## config.mk

```make
export PLATFORM = sky130hd
export DESIGN_NAME = buck_mode_ctrl
export DESIGN_NICKNAME = d
export VERILOG_FILES = /design/src/rtl/buck_mode_pkg.sv /design/src/rtl/buck_cyc_div.sv /design/src/rtl/buck_zc_run.sv /design/src/rtl/buck_gate_fsm.sv /design/src/rtl/buck_mode_ctrl.sv
export SDC_FILE = /design/constraint.sdc
export NUM_CORES = 1
export LEC_CHECK = 0
export CORE_UTILIZATION = 45
export DETAILED_ROUTE_END_ITERATION = 8
export PLACE_DENSITY = 0.74
export SKIP_CTS_REPAIR_TIMING = 1
export SLEW_MARGIN = 5
export SYNTH_ARGS = -nofsm -noshare
export SYNTH_HDL_FRONTEND = slang
export SYNTH_HIERARCHICAL = 1
export SYNTH_SLANG_ARGS = --single-unit
```

## constraint.sdc

```tcl
create_clock -name clk -period 1.4 [get_ports clk]
set_input_delay 0.28 -clock clk [delete_from_list [all_inputs] [get_ports clk]]
set_output_delay 0.28 -clock clk [all_outputs]
set_load 0.1 [all_outputs]
```

## src/rtl/buck_mode_pkg.sv

```systemverilog
package buck_mode_pkg;

   // Gate sequencer states; the gates are decoded from the state register
   typedef enum logic [2:0] {
      G_OFF = 3'd0,   // both gates off (disabled or skip idle)
      G_DTH = 3'd1,   // dead clock before the high side
      G_HS  = 3'd2,   // high side conducting
      G_DTL = 3'd3,   // dead clock before the low side
      G_LS  = 3'd4    // low side conducting
   } gate_st_e;

endpackage

```

## src/rtl/buck_cyc_div.sv

```systemverilog
module buck_cyc_div #(
   parameter int SC_DIV = 3
) (
   input  logic clk,
   input  logic rst_n,
   input  logic en,
   input  logic osc_tick,
   input  logic scp,
   output logic cyc_start
);

   generate
      if (SC_DIV < 1) begin : g_bad
         $error("SC_DIV must be at least 1");
      end

      if (SC_DIV > 1) begin : g_div
         localparam int DIV_W = $clog2(SC_DIV);
         localparam logic [DIV_W-1:0] DIV_LAST = DIV_W'(SC_DIV - 1);
         logic [DIV_W-1:0] phase_q;

         always_ff @(posedge clk or negedge rst_n) begin
            if (!rst_n) begin
               phase_q <= '0;
            end else if (!en || !scp) begin
               phase_q <= '0;
            end else if (osc_tick) begin
               phase_q <= (phase_q == DIV_LAST) ? '0 : phase_q + 1'b1;
            end
         end

         assign cyc_start = osc_tick && (!scp || (phase_q == '0));
      end else begin : g_nodiv
         logic unused_div;
         assign unused_div = scp ^ en ^ clk ^ rst_n;
         assign cyc_start  = osc_tick;
      end
   endgenerate

endmodule

```

## src/rtl/buck_zc_run.sv

```systemverilog
module buck_zc_run #(
   parameter int ZC_RUN = 8
) (
   input  logic clk,
   input  logic rst_n,
   input  logic en,
   input  logic skip_sel,
   input  logic cyc_start,
   input  logic zc_flag,
   input  logic ls_gate,
   input  logic uv_band,
   output logic skip_mode
);

   localparam int CNT_W = $clog2(ZC_RUN);
   localparam logic [CNT_W-1:0] RUN_LAST = CNT_W'(ZC_RUN - 1);

   generate
      if (ZC_RUN < 2) begin : g_bad
         $error("ZC_RUN must be at least 2");
      end
   endgenerate

   logic [CNT_W-1:0] run_q;
   logic             seen_q;
   logic             zc_now;

   assign zc_now = zc_flag && ls_gate;

   always_ff @(posedge clk or negedge rst_n) begin
      if (!rst_n) begin
         run_q     <= '0;
         seen_q    <= 1'b0;
         skip_mode <= 1'b0;
      end else if (!en || !skip_sel) begin
         run_q     <= '0;
         seen_q    <= 1'b0;
         skip_mode <= 1'b0;
      end else if (skip_mode) begin
         run_q  <= '0;
         seen_q <= 1'b0;
         if (uv_band) skip_mode <= 1'b0;
      end else if (cyc_start) begin
         seen_q <= 1'b0;
         if (seen_q || zc_now) begin
            if (run_q == RUN_LAST) begin
               run_q     <= '0;
               skip_mode <= 1'b1;
            end else begin
               run_q <= run_q + 1'b1;
            end
         end else begin
            run_q <= '0;
         end
      end else if (zc_now) begin
         seen_q <= 1'b1;
      end
   end


   skip_entry_at_start_chk: assert property (@(posedge clk) disable iff (!rst_n)
      $rose(skip_mode) |-> $past(cyc_start));


   uv_exit_chk: assert property (@(posedge clk) disable iff (!rst_n)
      skip_mode && uv_band |=> !skip_mode);

endmodule

```

## src/rtl/buck_gate_fsm.sv

```systemverilog
module buck_gate_fsm
   import buck_mode_pkg::*;
(
   input  logic clk,
   input  logic rst_n,
   input  logic en,
   input  logic cyc_start,
   input  logic skip_mode,
   input  logic pwm_trip,
   input  logic skip_ilim,
   input  logic zc_flag,
   input  logic ocp,
   input  logic ov_band,
   input  logic out_le_nom,
   output logic hs_gate,
   output logic ls_gate
);

   gate_st_e st_q, st_d;
   logic     hold_q;
   logic     start_ok;
   logic     hs_end;

   // a period start opens a pulse unless skipping is holding off
   assign start_ok = cyc_start && !(skip_mode && (hold_q || ov_band));
   assign hs_end   = ocp || (skip_mode ? (skip_ilim || ov_band) : pwm_trip);

   always_comb begin
      st_d = st_q;
      unique case (st_q)
         G_OFF: if (start_ok) st_d = G_DTH;
         G_DTH: st_d = G_HS;
         G_HS: begin
            if (hs_end)        st_d = G_DTL;
            else if (cyc_start) st_d = start_ok ? G_DTH : G_DTL;
         end
         G_DTL: st_d = G_LS;
         G_LS: begin
            if (start_ok)                  st_d = G_DTH;
            else if (skip_mode && zc_flag) st_d = G_OFF;
         end
         default: st_d = G_OFF;
      endcase
   end

   always_ff @(posedge clk or negedge rst_n) begin
      if (!rst_n) begin
         st_q   <= G_OFF;
         hold_q <= 1'b0;
      end else if (!en) begin
         st_q   <= G_OFF;
         hold_q <= 1'b0;
      end else begin
         st_q <= st_d;
         if (!skip_mode)      hold_q <= 1'b0;
         else if (ov_band)    hold_q <= 1'b1;
         else if (out_le_nom) hold_q <= 1'b0;
      end
   end

   assign hs_gate = (st_q == G_HS);
   assign ls_gate = (st_q == G_LS);


   ls_dead_time_chk: assert property (@(posedge clk) disable iff (!rst_n)
      $rose(ls_gate) |-> $past(!hs_gate));


   hs_dead_time_chk: assert property (@(posedge clk) disable iff (!rst_n)
      $rose(hs_gate) |-> $past(!ls_gate));


   ov_cut_chk: assert property (@(posedge clk) disable iff (!rst_n)
      hs_gate && skip_mode && ov_band |=> !hs_gate);

endmodule

```

## src/rtl/buck_mode_ctrl.sv

```systemverilog
module buck_mode_ctrl #(
   parameter int ZC_RUN = 8,
   parameter int SC_DIV = 3
) (
   input  logic clk,
   input  logic rst_n,
   input  logic en,
   input  logic osc_tick,
   input  logic skip_sel,
   input  logic pwm_trip,
   input  logic zc_flag,
   input  logic skip_ilim,
   input  logic ocp,
   input  logic ov_band,
   input  logic out_le_nom,
   input  logic uv_band,
   input  logic scp,
   output logic hs_gate,
   output logic ls_gate,
   output logic skip_mode,
   output logic cyc_start
);

   buck_cyc_div #(.SC_DIV(SC_DIV)) u_div (
      .clk       (clk),
      .rst_n     (rst_n),
      .en        (en),
      .osc_tick  (osc_tick),
      .scp       (scp),
      .cyc_start (cyc_start)
   );

   buck_zc_run #(.ZC_RUN(ZC_RUN)) u_run (
      .clk       (clk),
      .rst_n     (rst_n),
      .en        (en),
      .skip_sel  (skip_sel),
      .cyc_start (cyc_start),
      .zc_flag   (zc_flag),
      .ls_gate   (ls_gate),
      .uv_band   (uv_band),
      .skip_mode (skip_mode)
   );

   buck_gate_fsm u_fsm (
      .clk        (clk),
      .rst_n      (rst_n),
      .en         (en),
      .cyc_start  (cyc_start),
      .skip_mode  (skip_mode),
      .pwm_trip   (pwm_trip),
      .skip_ilim  (skip_ilim),
      .zc_flag    (zc_flag),
      .ocp        (ocp),
      .ov_band    (ov_band),
      .out_le_nom (out_le_nom),
      .hs_gate    (hs_gate),
      .ls_gate    (ls_gate)
   );


   ocp_cut_chk: assert property (@(posedge clk) disable iff (!rst_n)
      hs_gate && ocp |=> !hs_gate);


   forced_pwm_chk: assert property (@(posedge clk) disable iff (!rst_n)
      !skip_sel |=> !skip_mode);


   disable_off_chk: assert property (@(posedge clk) disable iff (!rst_n)
      !en |=> (!hs_gate && !ls_gate && !skip_mode));

endmodule

```

==> results.json <==
{
  "maxCapViolations": 0,
  "drc_errors": 0,
  "synthCells": 59,
  "p_switching_w": 0.0003026,
  "hpwl_mm": 1.189,
  "drive_above_1_share_pct": 35.71,
  "stdcell_count": 112,
  "grt_max_degree": 11,
  "setup_viol_count_final": 3,
  "ys_ff_latch": 11,
  "place_congestion": 0.6435,
  "power_w": 0.0009209,
  "avgSynthCellArea_um2": 10.22,
  "cp-startpoint": "u_fsm/st_q[0]",
  "vias": 599,
  "first_pass_iters": 4,
  "gr-usage-all-layers_pct": 24.91,
  "period_share_pct": 112.8,
  "skew_ns": 0.004727,
  "finalCriticalPeriod_ns": 1.579,
  "die-width_um": 38.61,
  "cts_tree": "yes",
  "sequentialPowerShare_pct": 38.8,
  "grt_pass1_wl_mm": 2.442,
  "ys_seq_area_share_pct": 45.64,
  "grt_pass1_vias": 593,
  "syn_to_final_growth_pct": 70.75,
  "sw_frac_of_total_pct": 32.86,
  "violations": "negative setup slack",
  "hold_viol_final": 0,
  "slew_violations": 0,
  "status": "complete, but fails checks",
  "die_h_um": 38.61,
  "clockRootBuffer": "clkbuf_4",
  "intPower_w": 0.0006183,
  "arrival_ns": 1.30,
  "ios": 17,
  "num_antenna_cells": 0,
  "cts.sinks": 11,
  "clock.fmax_mhz": 633.3,
  "crit_end": "hs_gate",
  "critPathCaptureType": "output port",
  "drtAntennaViolNets": 0,
  "worstMarginPinSlew_ns": 0.2612,
  "r2r_end": "u_fsm/st_q[1]",
  "yosysUniqueCellTypes": 25,
  "grt-ovfl-total": 0,
  "reg2reg_setup_slack_ns": 0.02,
  "p_leak_nw": 0.4882,
  "initial_utilization_pct": 51.50,
  "cellPowerDensity_mw_per_mm2": 894.3,
  "cts_buffers": 3,
  "yosys_warnings": 6,
  "htreeDepth": 1,
  "rr_startpoint": "u_run/skip_mode",
  "syn_nets": 74,
  "syn-cell-area_um2": 603.1,
  "dp.cells": 104,
  "rr_worst_depth": 3,
  "start_kind": "flip-flop",
  "p_comb_share_pct": 37.0,
  "clockBufferDepth": 2,
  "critPathKind": "reg2out",
  "setup_slack_ns": -0.1791,
  "coreArea_mm2": 0.001171,
  "crit_fanout": 5,
  "rows": 12,
  "totalWireLength_mm": 1.676,
  "clk_latency_ns": 0.27,
  "portBuffers": 16,
  "vias_per_cell": 5.348,
  "dieArea_mm2": 0.001491,
  "grt_setup_unrepaired": "true",
  "min_path_type": "in2async",
  "antenna_found_initial": 0,
  "maxSlewHeadroom_pct": 82.36,
  "peakVddDrop_v": 0.0007096,
  "layout.nets": 114,
  "clk_pin_slew_ns": 0.07,
  "wl_per_cell_um": 14.96,
  "cp.required_ns": 1.12,
  "drt_iter0_markers": 14,
  "power.share.clock_pct": 24.3
}
==> worst max-delay path, stage by stage (launching register included) <==
cell and delay [ns]:
dfrtp_2 0.45, buf_6 0.13, nor3b_4 0.24, buf_12 0.21
==> kinds of logic (layout without fill, tap and decap cells) <==
kind of cell             after synthesis  in the layout  synth area share, %
AND/OR/NAND/NOR                       30             30                33.19
adder cells (fa/ha/maj)                2              2                4.149
buffers and inverters                  1             40               0.6218
flip-flops                            11             11                45.64
AO/OA/AOI/OAI                         14             14                14.94
XOR/XNOR                               1              1                1.453
==> cells in the final DEF, fill, tap and decap left out, types with 2 or more instances in the layout <==
cell / count
nand3_1: 3
a21oi_1: 5
nand4b_1: 2
nand2_1: 6
nand3b_1: 2
clkdlybuf4s50_1: 11
nor2_1: 2
ha_1: 2
and2_4: 2
clkbuf_4: 3
nand2b_1: 5
dfrtp_1: 9
or3b_1: 2
buf_4: 18
buf_12: 4
==> power groups by stage <==
stage | sequential [W] | clock [W] | combinational, W
2_1_floorplan | 0.000362 | 0 | 0.000151
6_report | 0.000357 | 0.000223 | 0.000341
3_3_place_gp | 0.000359 | 0 | 0.000300
4_1_cts | 0.000354 | 0.000225 | 0.000310
5_1_grt | 0.000359 | 0.000240 | 0.000363
3_5_place_dp | 0.000360 | 0 | 0.000308
==> routing by layer <==
layer	vias up	track usage, %	part of all wire [%]	wire length, um
met5	-	0	0	0
met4	0	10.34	1.0	17
met3	2	5.202	3.9	65
met2	17	42.08	51	859
met1	279	30.37	44	734
li1	301	-	-	-
==> worst min path at each step <==
stage | end | slack [ns] | cells after the start
final | u_fsm/st_q[1] | 0.22 | 1
after global routing | u_fsm/st_q[0] | 0.24 | 1
after detailed placement | u_run/run_q[0] | 0.48 | 1
after CTS | u_fsm/st_q[1] | 0.22 | 1
after global placement | u_run/run_q[0] | 0.48 | 1
after floorplan | u_div/g_div.phase_q[0] | -0.02 | 0
==> area by class of cell <==
type / instances / area, um2
clock buffers: 4 / 26.28
fillers: 55 / 141.4
inverters: 1 / 3.754
multi-input cells: 47 / 352.8
flip-flops and latches: 11 / 280.3
well taps: 14 / 17.52
repair buffers: 35 / 349.1
==> cells in the mapped netlist (all sizes together) <==
library cell / instances / area share (%)
nand4: 1 / 1.0
ha: 2 / 4.1
or4b: 1 / 1.7
o31ai: 1 / 1.2
a41o: 1 / 1.7
and2: 2 / 2.1
or3b: 2 / 2.9
dfrtp: 11 / 46
nand3: 3 / 2.5
nand3b: 3 / 5.8
xor2: 1 / 1.5
and4b: 1 / 1.7
nand4b: 2 / 2.9
o41ai: 1 / 1.5
a21o: 1 / 1.2
nor2: 2 / 1.2
nand2: 6 / 3.7
nand2b: 5 / 5.2
o211ai: 1 / 1.2
inv: 1 / 0.62
a41oi: 1 / 1.5
a21oi: 5 / 4.1
o21ai: 3 / 2.5
nor3b: 2 / 2.5
==> sequential cells by signal, summed over array words and instances, names as in the netlist <==
signal / cells
u_run/skip_mode: 1
u_run/seen_q: 1
u_div/g_div.phase_q: 2
u_fsm/st_q: 3
u_run/run_q: 3
u_fsm/hold_q: 1
==> metrics by stage <==
stage          area [um2]  hold slack [ns]  util [%]  TNS, ns  setup slack, ns
2_1_floorplan       623.1         -0.01559         -  -0.6058          -0.2659
3_3_place_gp        953.4           0.4766     81.41  -0.8729          -0.2037
3_5_place_dp        953.4           0.4791     81.41   -1.164          -0.2700
4_1_cts             979.7           0.2227     83.65  -0.4604          -0.2196
5_1_grt              1030           0.2387     87.93  -0.6027          -0.2400
6_report             1030           0.2241     87.93  -0.3418          -0.1791
(Power assumes the default switching activity.)
